**config.mk**
```make
export PLATFORM = sky130hd
export DESIGN_NAME = adc_seq_status
export DESIGN_NICKNAME = d
export VERILOG_FILES = /design/src/rtl/adc_stat_pkg.sv /design/src/rtl/seq_tracker.sv /design/src/rtl/err_flags.sv /design/src/rtl/spec_decode.sv /design/src/rtl/adc_seq_status.sv
export SDC_FILE = /design/constraint.sdc
export NUM_CORES = 1
export LEC_CHECK = 0
export BUFFER_PORTS_ARGS = -buffer_cell sky130_fd_sc_hd__buf_2
export CORE_MARGIN = 2
export CORE_UTILIZATION = 28
export CTS_BUF_LIST = sky130_fd_sc_hd__clkbuf_8
export CTS_CLUSTER_SIZE = 10
export DETAILED_ROUTE_END_ITERATION = 10
export PLACE_DENSITY = 0.77
export SLEW_MARGIN = 10
export SYNTH_ARGS = -nofsm -noshare
export SYNTH_HDL_FRONTEND = slang
export SYNTH_SLANG_ARGS = --single-unit
```
**constraint.sdc**
```tcl
create_clock -name clk -period 0.8 [get_ports clk]
set_input_delay 0.16 -clock clk [delete_from_list [all_inputs] [get_ports clk]]
set_output_delay 0.16 -clock clk [all_outputs]
set_load 0.005 [all_outputs]
```
**src/rtl/adc_stat_pkg.sv**
```systemverilog
package adc_stat_pkg;
    typedef enum logic [1:0] {
        SPC_NONE     = 2'd0,
        SPC_VREF_HI  = 2'd1,
        SPC_VREF_LO  = 2'd2,
        SPC_VREF_MID = 2'd3
    } spc_sel_e;

    localparam logic [2:0] CODE_HI  = 3'b100;
    localparam logic [2:0] CODE_LO  = 3'b101;
    localparam logic [2:0] CODE_MID = 3'b110;
endpackage

```
**src/rtl/seq_tracker.sv**
```systemverilog
module seq_tracker (
    input  logic clk,
    input  logic rst_n,
    input  logic abort,
    input  logic start,
    input  logic done,
    input  logic edge_mode,
    input  logic trig_edge,
    output logic active
);
    typedef struct packed {
        logic active;
    } trk_s;

    trk_s st_d, st_q;

    always_comb begin
        st_d = st_q;
        if (abort)
            st_d.active = 1'b0;
        else if (start)
            st_d.active = 1'b1;
        else if (st_q.active && done)
            st_d.active = 1'b0;
        else if (!st_q.active && edge_mode && trig_edge)
            st_d.active = 1'b1;
    end

    always_ff @(posedge clk or negedge rst_n) begin
        if (!rst_n) st_q <= '0;
        else        st_q <= st_d;
    end

    assign active = st_q.active;

    AST_ABORT_IDLE: assert property (@(posedge clk) disable iff (!rst_n)
        abort |=> !active);
    AST_START_RUNS: assert property (@(posedge clk) disable iff (!rst_n)
        (start && !abort) |=> active);
endmodule

```
**src/rtl/err_flags.sv**
```systemverilog
module err_flags #(
    parameter int NCH  = 8,
    parameter int NCFG = 3,
    localparam int CH_W = (NCH > 1) ? $clog2(NCH) : 1
) (
    input  logic            clk,
    input  logic            rst_n,
    input  logic            edge_mode,
    input  logic            seq_active,
    input  logic            trig_edge,
    input  logic [NCFG-1:0] cfg_wr,
    input  logic            start_wr,
    input  logic            stat_wr,
    input  logic [1:0]      stat_wdata,
    input  logic            res_wr,
    input  logic [CH_W-1:0] res_ch,
    input  logic [NCH-1:0]  ccf,
    output logic            ovr,
    output logic            ovw
);
    localparam int OVR_BIT = 1;
    localparam int OVW_BIT = 0;

    typedef struct packed {
        logic ovr;
        logic ovw;
    } flg_s;

    flg_s f_d, f_q;
    logic ovr_set, ovr_clr, ovw_set, ovw_clr;

    always_comb begin
        ovr_set = edge_mode && seq_active && trig_edge;
        ovr_clr = (stat_wr && stat_wdata[OVR_BIT]) || (|cfg_wr) || start_wr;
        ovw_set = res_wr && ccf[res_ch];
        ovw_clr = (stat_wr && stat_wdata[OVW_BIT]) || start_wr;
        f_d     = f_q;
        f_d.ovr = ovr_set || (f_q.ovr && !ovr_clr);
        f_d.ovw = ovw_set || (f_q.ovw && !ovw_clr);
    end

    always_ff @(posedge clk or negedge rst_n) begin
        if (!rst_n) f_q <= '0;
        else        f_q <= f_d;
    end

    assign ovr = f_q.ovr;
    assign ovw = f_q.ovw;

    AST_OVR_QUALIFIED: assert property (@(posedge clk) disable iff (!rst_n)
        (ovr && !$past(ovr)) |-> $past(edge_mode && seq_active && trig_edge));
    AST_OVR_SET_WINS: assert property (@(posedge clk) disable iff (!rst_n)
        (edge_mode && seq_active && trig_edge) |=> ovr);
    AST_OVW_SET_WINS: assert property (@(posedge clk) disable iff (!rst_n)
        (res_wr && ccf[res_ch]) |=> ovw);
    AST_START_CLEARS: assert property (@(posedge clk) disable iff (!rst_n)
        (start_wr && !(res_wr && ccf[res_ch]) && !(edge_mode && seq_active && trig_edge))
        |=> (!ovr && !ovw));
endmodule

```
**src/rtl/spec_decode.sv**
```systemverilog
module spec_decode
    import adc_stat_pkg::*;
#(
    parameter int SEL_W = 3
) (
    input  logic             clk,
    input  logic             rst_n,
    input  logic             test_wr,
    input  logic             test_wdata,
    input  logic [SEL_W-1:0] sel_code,
    output logic             spec_en,
    output logic [7:0]       test_rdata,
    output spc_sel_e         spc_sel,
    output logic             spc_rsvd,
    output logic [SEL_W-1:0] ext_ch,
    output logic             ext_valid
);
    typedef struct packed {
        logic en;
    } tst_s;

    tst_s t_d, t_q;

    always_comb begin
        t_d = t_q;
        if (test_wr) t_d.en = test_wdata;
    end

    always_ff @(posedge clk or negedge rst_n) begin
        if (!rst_n) t_q <= '0;
        else        t_q <= t_d;
    end

    assign spec_en    = t_q.en;
    assign test_rdata = {7'b0, t_q.en};

    always_comb begin
        spc_sel   = SPC_NONE;
        spc_rsvd  = 1'b0;
        ext_ch    = '0;
        ext_valid = 1'b0;
        if (t_q.en) begin
            case (sel_code[2:0])
                CODE_HI:  spc_sel = SPC_VREF_HI;
                CODE_LO:  spc_sel = SPC_VREF_LO;
                CODE_MID: spc_sel = SPC_VREF_MID;
                default:  spc_rsvd = 1'b1;
            endcase
        end else begin
            ext_ch    = sel_code;
            ext_valid = 1'b1;
        end
    end

    AST_OFF_NO_SPECIAL: assert property (@(posedge clk) disable iff (!rst_n)
        !spec_en |-> (spc_sel == SPC_NONE && !spc_rsvd));
    AST_TEST_LOAD: assert property (@(posedge clk) disable iff (!rst_n)
        test_wr |=> (spec_en == $past(test_wdata)));
endmodule

```
**src/rtl/adc_seq_status.sv**
```systemverilog
module adc_seq_status
    import adc_stat_pkg::*;
#(
    parameter int NCH   = 8,
    parameter int NCFG  = 3,
    parameter int SEL_W = 3,
    localparam int CH_W = (NCH > 1) ? $clog2(NCH) : 1
) (
    input  logic             clk,
    input  logic             rst_n,
    input  logic             edge_mode,
    input  logic [NCFG-1:0]  cfg_wr,
    input  logic             start_wr,
    input  logic             stat_wr,
    input  logic [1:0]       stat_wdata,
    input  logic             test_wr,
    input  logic             test_wdata,
    input  logic             trig_edge,
    input  logic             seq_done,
    input  logic             res_wr,
    input  logic [CH_W-1:0]  res_ch,
    input  logic [NCH-1:0]   ccf,
    input  logic [SEL_W-1:0] sel_code,
    output logic             seq_active,
    output logic             trig_ovr,
    output logic             res_ovw,
    output logic [1:0]       stat_rdata,
    output logic [7:0]       test_rdata,
    output logic             spec_en,
    output logic [1:0]       spec_sel,
    output logic             spec_rsvd,
    output logic [SEL_W-1:0] ext_ch,
    output logic             ext_valid
);
    spc_sel_e sel_int;

    seq_tracker u_trk (
        .clk       (clk),
        .rst_n     (rst_n),
        .abort     (|cfg_wr),
        .start     (start_wr),
        .done      (seq_done),
        .edge_mode (edge_mode),
        .trig_edge (trig_edge),
        .active    (seq_active)
    );

    err_flags #(.NCH(NCH), .NCFG(NCFG)) u_flg (
        .clk        (clk),
        .rst_n      (rst_n),
        .edge_mode  (edge_mode),
        .seq_active (seq_active),
        .trig_edge  (trig_edge),
        .cfg_wr     (cfg_wr),
        .start_wr   (start_wr),
        .stat_wr    (stat_wr),
        .stat_wdata (stat_wdata),
        .res_wr     (res_wr),
        .res_ch     (res_ch),
        .ccf        (ccf),
        .ovr        (trig_ovr),
        .ovw        (res_ovw)
    );

    spec_decode #(.SEL_W(SEL_W)) u_dec (
        .clk        (clk),
        .rst_n      (rst_n),
        .test_wr    (test_wr),
        .test_wdata (test_wdata),
        .sel_code   (sel_code),
        .spec_en    (spec_en),
        .test_rdata (test_rdata),
        .spc_sel    (sel_int),
        .spc_rsvd   (spec_rsvd),
        .ext_ch     (ext_ch),
        .ext_valid  (ext_valid)
    );

    assign spec_sel   = sel_int;
    assign stat_rdata = {trig_ovr, res_ovw};

    AST_CFG_CLEARS_OVR: assert property (@(posedge clk) disable iff (!rst_n)
        ((|cfg_wr) && !(edge_mode && seq_active && trig_edge)) |=> !trig_ovr);
endmodule

```
Word-level counts from Yosys, hierarchy flattened
Index checks and enable logic that the tools add are counted.
{ "op_classes": {"mux": 12, "eq_ne": 3, "n_reduce_logical": 21, "order_cmp": 1} }
{ "op_table": {"columns": ["op", "n"], "rows": [
  ["1-bit logical AND", 10],
  ["3-bit equality test (second input constant)", 3],
  ["1-bit 2-to-1 mux", 8],
  ["2-bit one-hot mux with 3 select lines", 1],
  ["3-bit OR reduction", 2],
  ["1-bit logical OR", 5],
  ["3-bit by 4-bit < comparator with 1-bit output (second input constant)", 1],
  ["4-bit nonzero test", 1],
  ["1-bit binary-select mux with 3-bit select", 1],
  ["1-bit logical NOT", 3],
  ["3-bit 2-to-1 mux", 1],
  ["2-bit 2-to-1 mux", 1]
]} }
{ "totals": {"register_bits": 4, "wordCells": 41, "in_bits": 29, "out_inout_bits": 21} }

Logic depth before layout (Yosys ltp)
Gate-level depths: netlist of the first run.
{ "logic_depth": {"depth_word": 7, "depth_mapped": 3, "ltp_nobuf": 3} }

Modules after synthesis
Synthesis of the first run repeated with hierarchy kept, for this count alone.
{ "hier_totals": {"hier_cells": 47, "area_unflattened_um2": 376.6} }
{ "modules_own_cells": {"columns": ["module", "area_each_um2", "seq_area_each_um2", "cells_per_inst", "n_inst"], "rows": [
  ["err_flags", 156.4, 50.0, 17, 1],
  ["spec_decode", 150.1, 25.0, 22, 1],
  ["seq_tracker", 48.8, 25.0, 5, 1],
  ["adc_seq_status", 21.3, 0.0, 3, 1]
]} }

Worst setup path before layout of the first run
Ideal clock, no wire load.
{ "synth_timing": {"path_type": "input -> register", "from": "input res_ch[0]", "to": "register u_flg.f_q, in the netlist u_flg.ovw", "setup_slack_ns": -0.155, "required_time_ns": 0.677, "arrival_time_ns": 0.831, "setup_ns": 0.123, "path_stages": 3, "path_buffers": 0, "cell_sequence": "mux4_2 > o22ai_1 > o21ai_1"} }
{ "synth_lines": {"columns": ["element", "line", "text"], "rows": [
  ["from (decl)", "adc_seq_status.sv:21", "input logic [CH_W-1:0] res_ch,"],
  ["to (signal assigned)", "err_flags.sv:43", "if (!rst_n) f_q <= '0;"],
  ["to (signal assigned)", "err_flags.sv:44", "else f_q <= f_d;"],
  ["to (decl)", "err_flags.sv:29", "flg_s f_d, f_q;"]
]} }

Worst setup path in the final report of the first run
{ "layout_timing": {"from": "register u_dec.t_q, in the netlist u_dec.spec_en", "to": "output ext_ch[1]"} }
{ "layout_via": {"elab_chain_len": 1} }
{ "layout_lines": {"columns": ["element", "line", "text"], "rows": [
  ["from (decl)", "spec_decode.sv:22", "tst_s t_d, t_q;"],
  ["from (signal assigned)", "spec_decode.sv:31", "else t_q <= t_d;"],
  ["3-bit 2-to-1 mux", "spec_decode.sv:42", "if (t_q.en) begin"],
  ["to (decl)", "adc_seq_status.sv:32", "output logic [SEL_W-1:0] ext_ch,"]
]} }
Every way passes these cells.

==> qor.yml, run 1 <==
place:
  io_buffers: 42
  hpwl_um: 838
  place_area_um2: 561
  place_ws_ps: -324
  place.gp.congestion: 0.706
worst_setup_path:
  r2r-start: "u_trk.active"
  max_stage_delay_ps: 450
  path_class: "flop to primary output"
  arrival_ps: 950
  crit_fanout: 6
  ff2ff_setup_slack_ps: -40
  cp_slowest_cell: "dfrtp_2"
  cp.depth: 2
  worstPathRequired_ps: 640
  start_kind: "flop"
  crit_family: "flip-flops"
  r2r_cells: 3
  crit_path_end_kind: "primary output"
  rr_endpoint: "u_trk.active"
  cp_num_buf_inv: 1
  path_cells: "nor2b_1, buf_2"
die:
  io_pins: 50
  die_area_um2: 1610
  initial_utilization: 0.292
  die_y_um: 40.1
  num_rows: 13
  dieWidth_um: 40.1
  coreArea_um2: 1250
sta:
  finalSetupTns_ps: -2950
  max_freq_mhz: 899
  skew_ps: 0.0307
  rsz0062_at_grt: "yes"
  worst_slack_ps: -312
  maxSlewViolCount: 0
  min_period_ps: 1110
  hold_viol: 0
  period_share: 1.39
  setup_viol: 17
power:
  p_per_area_nw_per_um2: 1410
  p_leak_uw: 0.000375
  peakVddDrop_mv: 1.12
yosys:
  yosys_register_bits: 4
  syn_area_per_cell_um2: 8.12
  syn_area_um2: 365
  seq_area_frac_synth: 0.274
  yosys_warnings: 0
  ys_types: 20
  synth_cells: 45
global_routing:
  grt.total_usage: 0.137
  grt_pass1_vias: 372
  grt_start_max_net_pins: 7
  antenna_found_initial: 0
  grt_overflow: 0
  grt_pass1_wl_um: 1320
clock_tree:
  clkSinkCount: 4
  cts_buffers: 3
  cts_max_level: 1
  cts.clk_slew.worst_paths_ps: 30
  cts_buffer_depth: 2
  cts_tree: "yes"
  clockRootBuffer: "clkbuf_8"
  worst_skew_pair.late_latency_ps: 220
status:
  violations: "setup timing"
  status: "finished with violations"
hold_path:
  min_from: "test_wr"
  min_path_cells: 2
  hold_class: "input pin to flop"
  hold_end: "u_dec.spec_en"
drt:
  detail-route-antenna-nets: 0
  routed_wl_um: 1130
  wl_per_cell_um: 10.7
  drt_iter0_drc: 0
  vias: 468
  drc: 0
  via_per_inst: 4.46
  drt_first_pass_iters: 1
layout:
  drive_above_1_share: 0.644
  synthToLayoutAreaGrowth_pct: 83.2
  final_area_um2: 669
  num_antenna_cells: 0
  fin_util: 0.534
  nets: 121
flow_run:
  maxCapViolations: 0
-- layout by cell type (no fill, tap or decap), drive strengths merged --
cell,synthesis,final
o21a,1,1
mux4,1,1
buf,10,45
nand2,7,7
dfrtp,4,4
xnor2,1,1
mux2,2,2
clkbuf,0,3
a21oi,3,3
nand3,1,1
inv,1,1
o21ai,3,3
dlygate4sd3,0,1
nand3b,1,1
conb,1,7
nor2,2,2
nand4b,1,1
nor3,1,1
o22ai,1,1
nor2b,3,3
nand2b,1,1
-- cell families after synthesis --
family / Yosys count / synth area share
DFF: 4 / 0.274
AOI/OAI and AO/OA: 8 / 0.120
muxes: 3 / 0.123
buffers and inverters: 11 / 0.216
other: 1 / 0.0103
and+or+nand+nor: 17 / 0.233
xor gates and xnor gates: 1 / 0.0240
-- report_power, final --
group	switching (uW)	internal (uW)	leakage, uW
Sequential	16.4	218	0.0000508
Combinational	112	170	0.000303
Clock	106	321	0.0000216
-- synthesized netlist by cell type (all sizes together) --
library cell   n  area share
buf           10        0.21
nand2          7       0.072
dfrtp          4        0.27
a21oi          3       0.041
nor2b          3       0.051
o21ai          3       0.041
mux2           2       0.062
nor2           2       0.021
conb           1       0.010
inv            1       0.010
mux4           1       0.062
nand2b         1       0.017
nand3          1       0.014
nand3b         1       0.021
nand4b         1       0.024
nor3           1       0.014
o21a           1       0.021
o22ai          1       0.017
xnor2          1       0.024
-- area by class of cell --
| class | instances | area [um^2] |
|---|---|---|
| repair buffers | 46 | 275 |
| clock buffers | 3 | 41.3 |
| multi-input cells | 36 | 229 |
| well taps | 15 | 18.8 |
| inverters | 1 | 3.75 |
| flip-flops and latches | 4 | 101 |
| fillers | 124 | 583 |
-- metrics by stage --
stage / power (uW) / cells / hold WS (ps)
6_report: 942 / 105 / 130
5_1_grt: 1010 / 105 / 131
4_1_cts: 925 / 104 / 142
3_5_place_dp: 461 / 100 / -33.6
3_3_place_gp: 455 / 100 / -33.0
2_1_floorplan: 355 / 51 / -136
-- sequential cells by signal, summed over array words and instances, names as in the netlist --
register	flops
u_dec.spec_en	1
u_flg.ovr	1
u_flg.ovw	1
u_trk.active	1
-- per-layer routing --
layer / track usage / routed length [um] / vias up
li1: - / - / 226
met1: 0.121 / 344 / 206
met2: 0.226 / 613 / 32
met3: 0.0833 / 145 / 4
met4: 0.103 / 25 / 0
met5: 0 / 0 / -
-- worst max path at each step --
stage,end,from
finish,ext_ch[1],u_dec.spec_en
global route,ext_ch[1],u_dec.spec_en
CTS,ext_ch[0],u_dec.spec_en
detailed placement,u_flg.ovw,res_ch[0]
global placement,u_flg.ovw,res_ch[0]
floorplan,u_flg.ovw,res_ch[0]
-- repair_timing --
action / CTS / global route
resized for setup: 7 / 6
endpoints found under the setup margin: 16 / 16
buffers inserted: 0 / 1
endpoints found under the hold margin: 4 / 0
cloned: 0 / 0
pin swaps: 4 / 3
hold buffers: 1 / 0
Power figures use the tool's default switching activity.
==> inputs of run 2 (changes only) <==
Settings changed: CORE_AREA set to 2 2 39 41, CORE_MARGIN 2 to not set, CORE_UTILIZATION 28 to not set, DIE_AREA set to 0 0 41 43, PLACE_DENSITY 0.77 to 0.73.
Clock period 0.8 ns to 1.05 ns, I/O delays scaled along.
==> qor.yml, run 2 (same netlist as run 1, synthesis figures left out) <==
sta:
  max_freq_mhz: 883
  worst_slack_ps: -82.3  # +230 ps
  min_period_ps: 1130
  finalSetupTns_ps: -491  # +2460 ps
  maxSlewViolCount: 0  # unchanged
  period_share: 1.08
  hold_viol: 0  # unchanged
  rsz0062_at_grt: "yes"
  holdWs_ps: 193  # +63.3 ps
  setup_viol: 9  # -8
  skew_ps: 0.00211  # -0.0286 ps
worst_setup_path:
  cp_num_buf_inv: 2  # +1
  cp_slowest_cell: "dfrtp_2"
  cp-startpoint: "u_dec.spec_en"
  start_kind: "flop"
  r2r_cells: 3  # unchanged
  path_class: "flop to primary output"
  arrival_ps: 920  # -30 ps
  r2r-start: "u_trk.active"
  worstPathRequired_ps: 840  # +200 ps
  ff2ff_setup_slack_ps: 200  # +240 ps
  path_cells: "buf_4, buf_2"
  max_stage_delay_ps: 440  # about the same
  crit_family: "flip-flops"
  cp.depth: 2  # unchanged
  rr_endpoint: "u_trk.active"
  crit_path_end: "test_rdata[0]"
  crit_fanout: 6  # unchanged
  crit_path_end_kind: "primary output"
power:
  switching_share: 0.240  # -0.00779
  pwr-share-clk: 0.470  # +0.018
  combPwrFrac: 0.270  # -0.029
  p_leak_uw: 0.000361  # -3.8%
  total_power_uw: 683  # -28%
  p_per_area_nw_per_um2: 1090  # -23%
  switching_power_uw: 164  # -30%
  peakVddDrop_mv: 0.365  # -67%
  p_int_uw: 519  # -27%
  seqPwrFrac: 0.260  # +0.011
layout:
  nets: 121  # unchanged
  final_common_cell: "buf_2"
  synthToLayoutAreaGrowth_pct: 71.6
  drive_above_1_share: 0.622  # -0.0222
  layout_common_cells: "buf_2 (42), conb_1 (7), nand2_1 (6)"
  num_antenna_cells: 0  # unchanged
  fill_cells: 142  # +15%
die:
  die_area_um2: 1760  # +9.5%
  coreArea_um2: 1380  # +10%
  io_pins: 50  # unchanged
  die_y_um: 43  # +7.2%
  num_rows: 14  # +1
  dieWidth_um: 41  # +2.2%
  initial_utilization: 0.264  # -0.0277
drt:
  detail-route-antenna-nets: 0  # unchanged
  wl_per_cell_um: 9.27  # -14%
  vias: 451  # -3.6%
  drc: 0  # unchanged
  via_per_inst: 4.25  # -4.5%
  routed_wl_um: 983  # -13%
  drt_iter0_drc: 1  # +1
  drt_first_pass_iters: 3  # +2
global_routing:
  grt_pass1_vias: 390  # +4.8%
  grt_start_max_net_pins: 7  # unchanged
  antenna_found_initial: 0  # unchanged
  grt.total_usage: 0.114  # -0.0234
  grt_pass1_wl_um: 1310  # -0.46%
  grt_overflow: 0  # unchanged
clock_tree:
  clockRootBuffer: "clkbuf_8"
  cts_buffer_depth: 2  # unchanged
  cts_tree: "yes"
  cts.clk_slew.worst_paths_ps: 30  # about the same
  worst_skew_pair.late_latency_ps: 210  # about the same
  clkSinkCount: 4  # unchanged
  cts_max_level: 1  # unchanged
  cts_buffers: 3  # unchanged
place:
  io_buffers: 42  # unchanged
  hpwl_um: 775  # -7.6%
  place.gp.congestion: 0.630  # -11%
status:
  status: "finished with violations"
  violations: "setup timing"
hold_path:
  hold_class: "input pin to flop"
flow_run:
  maxCapViolations: 0  # unchanged
==> run 2: changes by cell type in the layout (fill, tap and decap cells not counted) <==
| cell | before | now |
|---|---|---|
| nor2b_1 | 3 | 2 |
| o21ai_0 | 1 | 2 |
| buf_8 | 1 | 0 |
| buf_6 | 4 | 0 |
| a21oi_1 | 1 | 2 |
| buf_4 | 2 | 3 |
| o21ai_2 | 1 | 0 |
| nor2b_2 | 0 | 1 |
| a21oi_2 | 2 | 1 |
| o22ai_2 | 1 | 0 |
| o22ai_1 | 0 | 1 |
| buf_2 | 38 | 42 |
==> run 2: how the worst min path moves through the flow <==
stage,depth (start not counted),from,end,slack [ps]
floorplan,0,rst_n,u_dec.spec_en,-90
finish,2,test_wr,u_dec.spec_en,190
global placement,1,rst_n,u_flg.ovr,20
detailed placement,1,rst_n,u_flg.ovr,20
global route,2,test_wr,u_dec.spec_en,200
CTS,2,test_wr,u_dec.spec_en,200
==> run 2: power groups by stage <==
stage	sequential, uW	clock [uW]	combinational [uW]
finish	178	321	184
global route	180	343	213
CTS	175	333	175
global placement	177	0	163
floorplan	178	0	90.9
detailed placement	177	0	165
==> run 2: what timing repair did <==
action / 4_1_cts / 5_1_grt
hold buffers: 1 / 0
cloned: 0 / 0
hold endpoints to repair: 4 / 0
buffers inserted: 1 / 1
setup endpoints to repair: 7 / 9
resized for setup: 0 / 5
==> run 2: layout make-up <==
type                    instances  area (um^2)  area share
well taps                      16         20.0      0.0319
clock buffers                   3         41.3      0.0659
repair buffers                 46          243       0.387
multi-input cells              36          218       0.347
inverters                       1         3.75     0.00599
flip-flops and latches          4          101       0.162
==> run 2: routing by layer <==
metal  share of wire  track usage
met4           0.014        0.100
met5               0            0
met1            0.36       0.0882
met2            0.50        0.203
met3            0.12       0.0314
==> run 2: through the flow <==
stage / instance area, um^2 / setup WS (ps) / utilization / std cells
after floorplan: 388 / 45.5 / - / 51
after global placement: 551 / -84.4 / 0.398 / 100
after detailed placement: 551 / -107 / 0.398 / 100
after CTS: 609 / -110 / 0.440 / 105
after global routing: 627 / -124 / 0.453 / 106
final: 627 / -82.3 / 0.453 / 106
==> inputs of run 3 (changes only) <==
Settings changed: ABC_AREA set to 1, PLACE_DENSITY 0.73 to 0.77.
==> qor.yml, run 3 <==
yosys:
  syn_area_per_cell_um2: 6.20  # -24%
  synth_cells: 67  # +49%
  synth_edf_count: 0  # unchanged
  synth_top_area_share: 0.241  # -0.0330
  yosys_register_bits: 4  # unchanged
  async_flop_share: 1.00  # unchanged
  synth_top_cell_by_area: "dfrtp_1"
  seq_area_frac_synth: 0.241  # -0.0330
  synth.most_common_cell: "nand2_1"
  ys_dominant_reg_cell: "dfrtp_1"
  syn_area_um2: 415  # +14%
  ys_types: 16  # -20%
  synth.area.top_cells: "dfrtp_1 (24%), buf_4 (18%), nand2_1 (14%), inv_1 (12%), nand3_1 (11%)"
  yosys_warnings: 0  # unchanged
  synth_common_cells: "nand2_1 (16), inv_1 (13), buf_4 (10)"
layout:
  nets: 142  # +17%
  fin_cells: 127  # +20%
  drive_above_1_share: 0.505  # -0.118
  num_antenna_cells: 0  # unchanged
  synthToLayoutAreaGrowth_pct: 64.5
  final_area_um2: 683  # +9.0%
  fin_util: 0.494  # +0.0407
  final_common_cell: "buf_2"
  layout_common_cells: "buf_2 (42), nand2_1 (16), inv_1 (13)"
global_routing:
  grt_overflow: 0  # unchanged
  grt_start_max_net_pins: 6  # -1
  grt.total_usage: 0.144  # +0.0303
  grt_pass1_vias: 492  # +26%
  antenna_found_initial: 0  # unchanged
  grt_pass1_wl_um: 1740  # +33%
hold_path:
  hold_class: "input pin to flop"
sta:
  max_freq_mhz: 889  # +0.65%
  setup_viol: 9  # unchanged
  period_share: 1.07  # -0.00701
  skew_ps: 0.178  # +0.176 ps
  hold_viol: 0  # unchanged
  maxSlewViolCount: 0  # unchanged
  worst_slack_ps: -74.9  # +7.36 ps
  rsz0062_at_grt: "yes"
  min_period_ps: 1120  # -7.36 ps
worst_setup_path:
  crit_path_end_kind: "primary output"
  path_class: "flop to primary output"
  worstPathRequired_ps: 840  # about the same
  crit_fanout: 5  # -1
  start_kind: "flop"
  arrival_ps: 910  # about the same
drt:
  routed_wl_um: 1090  # +11%
  drt_iter0_drc: 5  # +4
  wl_per_cell_um: 8.57  # -7.5%
  via_per_inst: 4.25  # about the same
  drt_first_pass_iters: 4  # +1
  drc: 0  # unchanged
  detail-route-antenna-nets: 0  # unchanged
  vias: 540  # +20%
clock_tree:
  cts_buffer_depth: 2  # unchanged
  worst_skew_pair.late_latency_ps: 220  # about the same
  clockRootBuffer: "clkbuf_8"
  cts.clk_slew.worst_paths_ps: 30  # about the same
  cts_max_level: 1  # unchanged
  cts_buffers: 3  # unchanged
  clkSinkCount: 4  # unchanged
  cts_tree: "yes"
die:
  initial_utilization: 0.300  # +0.0362
  num_rows: 14  # unchanged
  coreArea_um2: 1380  # unchanged
  die_y_um: 43  # unchanged
  die_area_um2: 1760  # unchanged
  dieWidth_um: 41  # unchanged
  io_pins: 50  # unchanged
place:
  place.gp.congestion: 0.678  # +7.5%
  hpwl_um: 957  # +24%
  io_buffers: 42  # unchanged
  place_area_um2: 601  # +9.1%
  placed_cells: 122  # +22%
status:
  status: "finished with violations"
  violations: "setup timing"
flow_run:
  maxCapViolations: 0  # unchanged
power:
  p_leak_uw: 0.000444  # +23%
  p_per_area_nw_per_um2: 1020  # -6.6%
  peakVddDrop_mv: 0.615  # +68%
[run 3: cell types whose count changed in the layout (fill, tap and decap cells not counted), sizes merged, moves of 2 or more]
cell / change
mux2: -2
nand2: +9
nand3: +8
inv: +14
nor2b: -3
[run 3: final timing paths]
kind | from | endpoint | slack, ps | cells after the start
worst min register to register | u_flg.ovw | u_flg.ovw | 550 | 2
worst max-delay path | u_dec.spec_en | ext_ch[0] | -70 | 3
worst max register to register | u_dec.spec_en | u_dec.spec_en | 240 | 3
min in group asynchronous | rst_n | u_flg.ovw | 350 | 2
worst min-delay path | test_wr | u_dec.spec_en | 220 | 2
max in group asynchronous | rst_n | u_dec.spec_en | 590 | 2
[run 3: cells by family (layout without fill, tap and decap cells)]
family                 after synthesis  count (layout)  share of synthesized area
other                                1               7                    0.00903
AND/OR/NAND/NOR                     31              31                      0.337
flip-flops                           4               4                      0.241
buffers and inverters               25              63                      0.316
AO/OA/AOI/OAI                        6               6                     0.0964
[run 3: stage by stage]
stage / hold slack, ps / total power, uW / worst slack [ps] / TNS (ps)
6_report: 217 / 695 / -74.9 / -431
5_1_grt: 236 / 746 / -128 / -901
4_1_cts: 213 / 694 / -75.7 / -452
3_5_place_dp: 17.2 / 358 / 76.1 / 0
3_3_place_gp: 17.6 / 352 / 122 / 0
2_1_floorplan: -85.6 / 277 / 98.6 / 0
[run 3: final cells by class]
type | instances | area, um^2
fill | 149 | 701
tap | 16 | 20.0
clock buffer | 3 | 41.3
sequential | 4 | 100
timing repair buffer | 45 | 239
multi-input combinational | 44 | 226
inverter | 15 | 56.3
[run 3: critical path, stage by stage (launching register included)]
cell	delay [ps]
dfrtp_1	380
buf_6	140
nor2_1	70
buf_2	110
[run 3: repair_timing]
item,CTS,global route
hold buffers,1,0
endpoints found under the setup margin,8,9
pin swaps,5,0
buffers inserted,1,0
gates resized for setup,3,3
hold endpoints to repair,4,0
[run 3: report_power, final]
| group | internal (uW) | switching [uW] |
|---|---|---|
| logic | 104 | 97.0 |
| registers | 165 | 8.70 |
| clock network | 244 | 75.6 |
| total | 513 | 181 |
[run 3: metal layers]
metal	GRT usage	vias to the layer above	routed length (um)
li1	-	275	-
met1	0.144	230	398
met2	0.253	33	562
met3	0.0471	2	111
met4	0.0600	0	17
met5	0	-	0
